[config.mk]
export PLATFORM = sky130hd
export DESIGN_NAME = fetx_symbol_path
export DESIGN_NICKNAME = d
export VERILOG_FILES = /design/src/rtl/fetx_pkg.sv /design/src/rtl/fetx_ctl.sv /design/src/rtl/fetx_dp.sv /design/src/rtl/fetx_symbol_path.sv
export SDC_FILE = /design/constraint.sdc
export NUM_CORES = 1
export LEC_CHECK = 0
export BUFFER_PORTS_ARGS = -buffer_cell sky130_fd_sc_hd__buf_2
export CORE_MARGIN = 8
export CORE_UTILIZATION = 40
export CTS_BUF_LIST = sky130_fd_sc_hd__clkbuf_4
export CTS_CLUSTER_SIZE = 14
export DETAILED_ROUTE_END_ITERATION = 12
export SLEW_MARGIN = 20
export SYNTH_ARGS = -nofsm -noshare
export SYNTH_HDL_FRONTEND = slang
export SYNTH_SLANG_ARGS = --single-unit
[constraint.sdc]
create_clock -name clk -period 4.45 [get_ports clk]
set_input_delay 0.445 -clock clk [delete_from_list [all_inputs] [get_ports clk]]
set_output_delay 0.445 -clock clk [all_outputs]
set_load 0.02 [all_outputs]
[src/rtl/fetx_pkg.sv]
package fetx_pkg;

  typedef enum logic [2:0] {
    GRP_IDLE, GRP_SSD1, GRP_SSD2, GRP_ESD1, GRP_ESD2, GRP_DATA, GRP_ERR
  } grpSel_e;

  // strobes from framing control to the datapath
  typedef struct packed {
    logic    load;
    grpSel_e sel;
  } ctlStrobe_t;

  function automatic logic [4:0] mapNibble(input logic [3:0] nib);
    logic [4:0] code;
    case (nib)
      4'h0: code = 5'b11110;
      4'h1: code = 5'b01001;
      4'h2: code = 5'b10100;
      4'h3: code = 5'b10101;
      4'h4: code = 5'b01010;
      4'h5: code = 5'b01011;
      4'h6: code = 5'b01110;
      4'h7: code = 5'b01111;
      4'h8: code = 5'b10010;
      4'h9: code = 5'b10011;
      4'hA: code = 5'b10110;
      4'hB: code = 5'b10111;
      4'hC: code = 5'b11010;
      4'hD: code = 5'b11011;
      4'hE: code = 5'b11100;
      default: code = 5'b11101;
    endcase
    return code;
  endfunction

endpackage

[src/rtl/fetx_ctl.sv]
module fetx_ctl
  import fetx_pkg::*;
#(
  parameter int GRP_W = 5
) (
  input  logic       clk,
  input  logic       rstN,
  input  logic       txEn,
  input  logic       txErr,
  output logic       nibbleStrobe,
  output ctlStrobe_t strobes
);
  localparam int PH_W = $clog2(GRP_W);
  localparam logic [PH_W-1:0] PH_LAST = PH_W'(GRP_W - 1);

  typedef enum logic [1:0] {ST_IDLE, ST_START2, ST_DATA, ST_END2} frameSt_e;

  logic [PH_W-1:0] phase;
  frameSt_e        state, stateNext;
  grpSel_e         selNext;

  assign nibbleStrobe = (phase == PH_LAST);

  always_comb begin
    selNext   = GRP_IDLE;
    stateNext = state;
    case (state)
      ST_IDLE: if (txEn) begin
        selNext   = GRP_SSD1;
        stateNext = ST_START2;
      end
      ST_START2: begin
        selNext   = GRP_SSD2;
        stateNext = ST_DATA;
      end
      ST_DATA: if (txEn) begin
        selNext = txErr ? GRP_ERR : GRP_DATA;
      end else begin
        selNext   = GRP_ESD1;
        stateNext = ST_END2;
      end
      default: begin
        selNext   = GRP_ESD2;
        stateNext = ST_IDLE;
      end
    endcase
  end

  assign strobes = '{load: nibbleStrobe, sel: selNext};

  always_ff @(posedge clk or negedge rstN) begin
    if (!rstN) begin
      phase <= '0;
      state <= ST_IDLE;
    end else begin
      phase <= nibbleStrobe ? '0 : phase + 1'b1;
      if (nibbleStrobe) state <= stateNext;
    end
  end

endmodule

[src/rtl/fetx_dp.sv]
module fetx_dp
  import fetx_pkg::*;
#(
  parameter int              GRP_W    = 5,
  parameter int              NIB_W    = 4,
  parameter int              LFSR_W   = 11,
  parameter int              LFSR_TAP = 9,
  parameter logic [LFSR_W-1:0] SEED   = '1
) (
  input  logic             clk,
  input  logic             rstN,
  input  ctlStrobe_t       strobes,
  input  logic [NIB_W-1:0] txData,
  output logic             serialBit,
  output logic [1:0]       mltLevel
);
  logic [GRP_W-1:0]  shiftReg, grpCode;
  logic [LFSR_W-1:0] lfsr;
  logic [1:0]        mltPos;
  logic              keyBit, lineNext;

  always_comb begin
    case (strobes.sel)
      GRP_SSD1: grpCode = 5'b11000;
      GRP_SSD2: grpCode = 5'b10001;
      GRP_ESD1: grpCode = 5'b01101;
      GRP_ESD2: grpCode = 5'b00111;
      GRP_ERR:  grpCode = 5'b00100;
      GRP_DATA: grpCode = mapNibble(txData);
      default:  grpCode = 5'b11111;
    endcase
  end

  assign keyBit   = lfsr[LFSR_W-1] ^ lfsr[LFSR_TAP-1];
  assign lineNext = shiftReg[GRP_W-1] ^ keyBit;

  always_ff @(posedge clk or negedge rstN) begin
    if (!rstN) begin
      shiftReg  <= '1;
      lfsr      <= SEED;
      serialBit <= 1'b0;
      mltPos    <= 2'd0;
    end else begin
      lfsr      <= {lfsr[LFSR_W-2:0], keyBit};
      serialBit <= lineNext;
      if (lineNext) mltPos <= mltPos + 2'd1;
      shiftReg  <= strobes.load ? grpCode : {shiftReg[GRP_W-2:0], 1'b1};
    end
  end

  always_comb begin
    case (mltPos)
      2'd1:    mltLevel = 2'b01;
      2'd3:    mltLevel = 2'b11;
      default: mltLevel = 2'b00;
    endcase
  end

endmodule

[src/rtl/fetx_symbol_path.sv]
module fetx_symbol_path
  import fetx_pkg::*;
#(
  parameter int GRP_W    = 5,
  parameter int NIB_W    = 4,
  parameter int LFSR_W   = 11,
  parameter int LFSR_TAP = 9
) (
  input  logic             clk,
  input  logic             rstN,
  input  logic             txEn,
  input  logic [NIB_W-1:0] txData,
  input  logic             txErr,
  output logic             nibbleStrobe,
  output logic             serialBit,
  output logic [1:0]       mltLevel
);
  ctlStrobe_t strobes;

  fetx_ctl #(.GRP_W(GRP_W)) ctl_i (
    .clk(clk), .rstN(rstN), .txEn(txEn), .txErr(txErr),
    .nibbleStrobe(nibbleStrobe), .strobes(strobes)
  );

  fetx_dp #(.GRP_W(GRP_W), .NIB_W(NIB_W), .LFSR_W(LFSR_W),
            .LFSR_TAP(LFSR_TAP), .SEED('1)) dp_i (
    .clk(clk), .rstN(rstN), .strobes(strobes), .txData(txData),
    .serialBit(serialBit), .mltLevel(mltLevel)
  );

endmodule

; Yosys cells after proc, flatten, opt, wreduce, memory -nomap -nowiden
; Memory sizes are Yosys's and may differ from the RTL's.
; Index checks and enable logic that the tools add are counted.
[totals]
word_cells = 37
input_bits = 8
register_bits = 24
output_inout_bits = 4
romBits = 80
mem_count = 1
[classes]
addsub = 2
reduce_logical = 2
bitwise_logic = 2
muxes = 11
n_eq_ne = 13
[memory_table]
columns = memory, depth, width, read_ports, rd_clocked_by_memory_dff, write_ports, line
row1 = (name not given), 16, 5, 1, 0, 0, fetx_pkg.sv:15  ; case (nib)
[op_table]
columns = cell, count
row1 = $pmux W5 S6, 1
row2 = $eq A3 B3 Y1 const B, 4
row3 = $pmux W3 S3, 1
row4 = $eq A3 B2 Y1 const B, 2
row5 = $mux W2, 3
row6 = $mux W3, 2
row7 = $pmux W2 S3, 1
row8 = $mux W5, 1
row9 = $eq A2 B1 Y1 const B, 2
row10 = $eq A2 B2 Y1 const B, 2
row11 = $ne A2 B2 Y1 const B, 2
row12 = $pmux W2 S2, 1
row13 = $add A3 B1 Y3 const B, 1
row14 = $eq A3 B1 Y1 const B, 1
row15 = $reduce_and A3 Y1, 1
row16 = $add A2 B1 Y2 const B, 1
row17 = $logic_not A2 Y1, 1
row18 = $xor A1 B1 Y1, 2
row19 = $mux W1, 1

; Logic depth before layout (Yosys ltp)
[logic_depth]
depth_word = 6
mapped_depth = 7
depth_no_buf = 7

; Cells and area by module
; Synthesis repeated with hierarchy kept, for this count alone.
[hier_totals]
hier_cells = 96
hier_area_um2 = 1169.9
[by_module_without_submodules]
columns = module, instances, cells_per_inst, seq_area_each_um2, area_each_um2
row1 = fetx_dp, 1, 58, 495.5, 802.0
row2 = fetx_ctl, 1, 38, 125.1, 367.9

; Least setup slack after synthesis
; No wires, ideal clock.
[synth_path]
kind = register -> register
start = reg ctl_i.state[0]
end = reg dp_i.shiftReg[2]
required_ns = 4.373
stages_incl_launch_ff = 7
t_arrival_ns = 1.595
path_buffers = 0
period_less_slack_ns = 1.672
setup_time_ns = 0.077
path_slack_ns = 2.778
cell_sequence = dfrtp_1 -> inv_1 -> ha_1 -> and2_4 -> a221o_1 -> a2bb2oi_1 -> a31oi_1
[synth_via]
elab_chain_len = 5
word_cells_on_any_way = 12
cone_classes = eq/ne (8) / mux (3) / reduce/logical (1)
[synth_lines]
columns = element, line
row1 = start: declaration, fetx_ctl.sv:19  ; frameSt_e state, stateNext;
row2 = start signal: assignment, fetx_ctl.sv:57  ; if (nibbleStrobe) state <= stateNext;
row3 = "$eq A2 B2 Y1, or another cell as far along", fetx_ctl.sv:27  ; case (state)
row4 = $pmux W3 S3 (*), fetx_ctl.sv:27
row5 = "$eq A3 B3 Y1, or another cell as far along", fetx_dp.sv:23  ; case (strobes.sel)
row6 = $pmux W5 S6 (*), fetx_dp.sv:23
row7 = $mux W5 (*), fetx_dp.sv:47  ; shiftReg <= strobes.load ? grpCode : {shiftReg[GRP_W-2:0], 1'b1};
row8 = end signal: assignment, fetx_dp.sv:47
row9 = end: declaration, fetx_dp.sv:17  ; logic [GRP_W-1:0] shiftReg, grpCode;
; Every way passes the cells marked *; elsewhere a longest branch is shown, timed or not.
; A chain may end at the register's enable or synchronous reset.

; Worst setup path after layout
[layout_path]
start = reg ctl_i.phase[0]
end = out nibbleStrobe
[layout_via]
elab_chain_len = 1
[layout_lines]
columns = element, line
row1 = start: declaration, fetx_ctl.sv:18  ; logic [PH_W-1:0] phase;
row2 = start signal: assignment, fetx_ctl.sv:56  ; phase <= nibbleStrobe ? '0 : phase + 1'b1;
row3 = $eq A3 B3 Y1, fetx_ctl.sv:22  ; assign nibbleStrobe = (phase == PH_LAST);
row4 = end: declaration, fetx_symbol_path.sv:14  ; output logic nibbleStrobe,
; No other way between the ends.

==> results.yml <==
placement:
  dp.cells: 139
  dp_slack_ns: 2.62
  io_buffers: 11
  hpwl_um: 1440
  gp_congestion: 0.912
  place_area_um2: 1200
yosys:
  yosysTopAreaCellShare_pct: 37.7
  ys_top_cells_by_area: "dfstp_2, dfrtp_1, ha_1, nor2_1, inv_1"
  synth_flop_cell: "dfstp_2"
  yosysTopAreaCell: "dfstp_2"
  syn_area_per_cell_um2: 11.4
  synth.most_common_cell: "dfstp_2"
  syn_area_um2: 1120
  synthArstFlopShare_pct: 100
  netlist_instances: 98
  synth-edff-count: 0
  synth_nets: 114
  ys_seq_area_share_pct: 55.6
  synth_common_cells: "dfstp_2, nor2_1, dfrtp_1, ha_1, inv_1"
  yosysUniqueCellTypes: 37
  yosys_register_bits: 24
  ys.warnings.count: 0
clock_network:
  cts_buffers: 3
  insertion_delay_ns: 0.32
  clkSinkCount: 24
  ctsResizeCount: 0
  root_buffer: "clkbuf_4"
  ctsHoldBuffers: 0
  cts_max_path_buffers: 2
  htreeDepth: 1
  postCtsSetupRepairBufs: 0
  cts_tree: "done"
  clk_pin_slew_ns: 0.14
job:
  cap_violations: 0
floorplanning:
  die_y_um: 68.8
  io_pins: 12
  initial_core_util_pct: 41.2
  die_x_um: 68.8
  dieArea_um2: 4740
  rows: 19
  placeableCoreArea_um2: 2710
sta:
  skew_ns: 0.00899
  max_slew_margin_pct: 67.7
  fin_crit_sh_pct: 44.7
  setup_viol: 0
  rsz0062_at_grt: "false"
  max_freq_mhz: 503
  setup_ws_ns: 2.46
  min_period_ns: 1.99
  slew_viol_final: 0
  tns_ns: 0
  hold_viol_final: 0
  tightest_slew_ns: 0.484
  hold_ws_ns: 0.0639
setup_path:
  critical_path.max_fanout: 11
  critPathLaunch: "ctl_i.phase[0]$_DFF_PN0_"
  cp_common_cell: "inv_1"
  worstPathRequired_ns: 4.01
  path_cells: "inv_1, ha_1, nand2_1, inv_1, buf_2"
  crit_path_start_kind: "flip-flop"
  crit_arrival_ns: 1.54
  critPathTopFamily: "buffers and inverters"
  crit_slowest_cell: "dfrtp_1"
  r2r-start: "ctl_i.state[0]$_DFFE_PN0P_"
  crit_buf_inv: 3
  critPathKind: "reg -> out"
  crit_path_max_incr_delay_ns: 0.42
  endpoint_kind: "primary output"
detailed_routing:
  drtPass1Iterations: 4
  drt_iter0_drc: 21
  final_antenna_net_count: 0
  routed_wl_um: 1860
  drc: 0
  wl_per_cell_um: 13.0
  vias: 760
  viasPerCell: 5.31
power:
  p_sw_mw: 0.272
  pwr-share-seq_pct: 37.4
  clkPwrFrac_pct: 20.5
  ir_drop_mv: 0.415
  swShare_pct: 35.6
  power_frac_comb_pct: 42.1
  p_per_area_nw_per_um2: 609
  power_leakage_nw: 0.560
  power.internal_mw: 0.493
grt:
  grt_pass1_vias: 755
  grt_max_degree: 25
  use_met2_pct: 15.0
  met1_usage_pct: 11.1
  antenna_found_initial: 0
  grt_pass1_wl_um: 3340
  grt_use_total_pct: 9.30
  grt_busiest_layer: "met2"
  gr-usage-met3_pct: 2.42
  gr-total-overflow: 0
min_path:
  worstHoldPathType: "in -> async"
final_layout:
  antennaDiodeCount: 0
  final_layout_size_suffix_gt1_share_pct: 32.1
  stdcell_area_um2: 1260
  stdcell_count: 143
  synthToLayoutAreaGrowth_pct: 12.7
  nNetsFinal: 129
  fillers: 265
run_status:
  status: "complete, no violations"
==> path summary, 6_finish.rpt <==
path                       cells after the start  slack [ns]                    endpoint
max reg2reg                                    6        2.59  dp_i.shiftReg[2]$_DFF_PN1_
min                                            1        0.06  dp_i.mltPos[1]$_DFFE_PN0P_
max                                            5        2.46                nibbleStrobe
min in group clk                               0        0.36      dp_i.lfsr[8]$_DFF_PN1_
max in group asynchronous                      1        4.03      dp_i.lfsr[4]$_DFF_PN1_
min reg2reg                                    0        0.36      dp_i.lfsr[8]$_DFF_PN1_
==> stage by stage <==
step / util [%] / power [mW]
finish: 46.4 / 0.766
global route: 46.4 / 0.826
CTS: 46.4 / 0.775
detailed placement: 44.5 / 0.614
global placement: 44.5 / 0.602
floorplan: - / 0.541
==> cells by family (layout without fill, tap and decap cells) <==
group	Yosys count	after routing	share of synthesized area, %
AND/OR/NAND/NOR	31	31	13.9
flip-flops	24	24	55.6
AO/OA/AOI/OAI	21	21	14.0
buffers and inverters	9	23	3.14
adder cells (fa/ha/maj)	8	8	8.97
XOR/XNOR	3	3	2.35
multiplexers	2	2	2.02
==> area by class of cell <==
type,instances,area [µm²],area share [%]
Timing Repair Buffer,11,55.1,4.38
Inverter,8,30.0,2.39
Clock inverter,1,30.0,2.39
Clock buffer,3,22.5,1.79
Multi-Input combinational cell,65,460,36.6
Tap cell,31,38.8,3.08
Sequential cell,24,621,49.4
==> routing by layer <==
metal | vias up | routed length [µm]
li1 | 370 | -
met1 | 377 | 871
met2 | 9 | 892
met3 | 4 | 64
met4 | 0 | 29
met5 | - | 0
==> flip-flops by register name, indices dropped and copies added (netlist names) <==
| name | count |
|---|---|
| dp_i.lfsr | 11 |
| ctl_i.phase | 3 |
| dp_i.serialBit | 1 |
| dp_i.mltPos | 2 |
| dp_i.shiftReg | 5 |
| ctl_i.state | 2 |
==> cells in the final DEF, fill, tap and decap left out, types with 2 or more instances in the layout <==
cell type	synthesis	final
a31oi_1	2	2
ha_1	8	8
nand2_1	5	5
o21ai_0	2	2
dfrtp_1	8	8
xnor2_1	2	2
inv_1	8	8
buf_2	1	11
nand3_1	4	4
nand2b_1	2	2
nor2b_1	2	2
clkbuf_4	0	3
dfstp_2	16	16
a21oi_1	3	3
nor2_1	12	12
==> worst reg2reg max path, stage by stage (launching register included) <==
cell,delay (ns)
dfrtp_1,0.49
inv_1,0.12
ha_1,0.30
and2_4,0.20
a221o_1,0.34
a2bb2oi_1,0.17
a31oi_1,0.19
==> power groups by stage <==
stage | clock (mW) | combinational, mW | sequential [mW]
floorplan | 0 | 0.251 | 0.289
global placement | 0 | 0.313 | 0.289
detailed placement | 0 | 0.323 | 0.291
CTS | 0.163 | 0.325 | 0.287
global route | 0.170 | 0.364 | 0.292
finish | 0.157 | 0.322 | 0.286
Power figures use the tool's default switching activity.
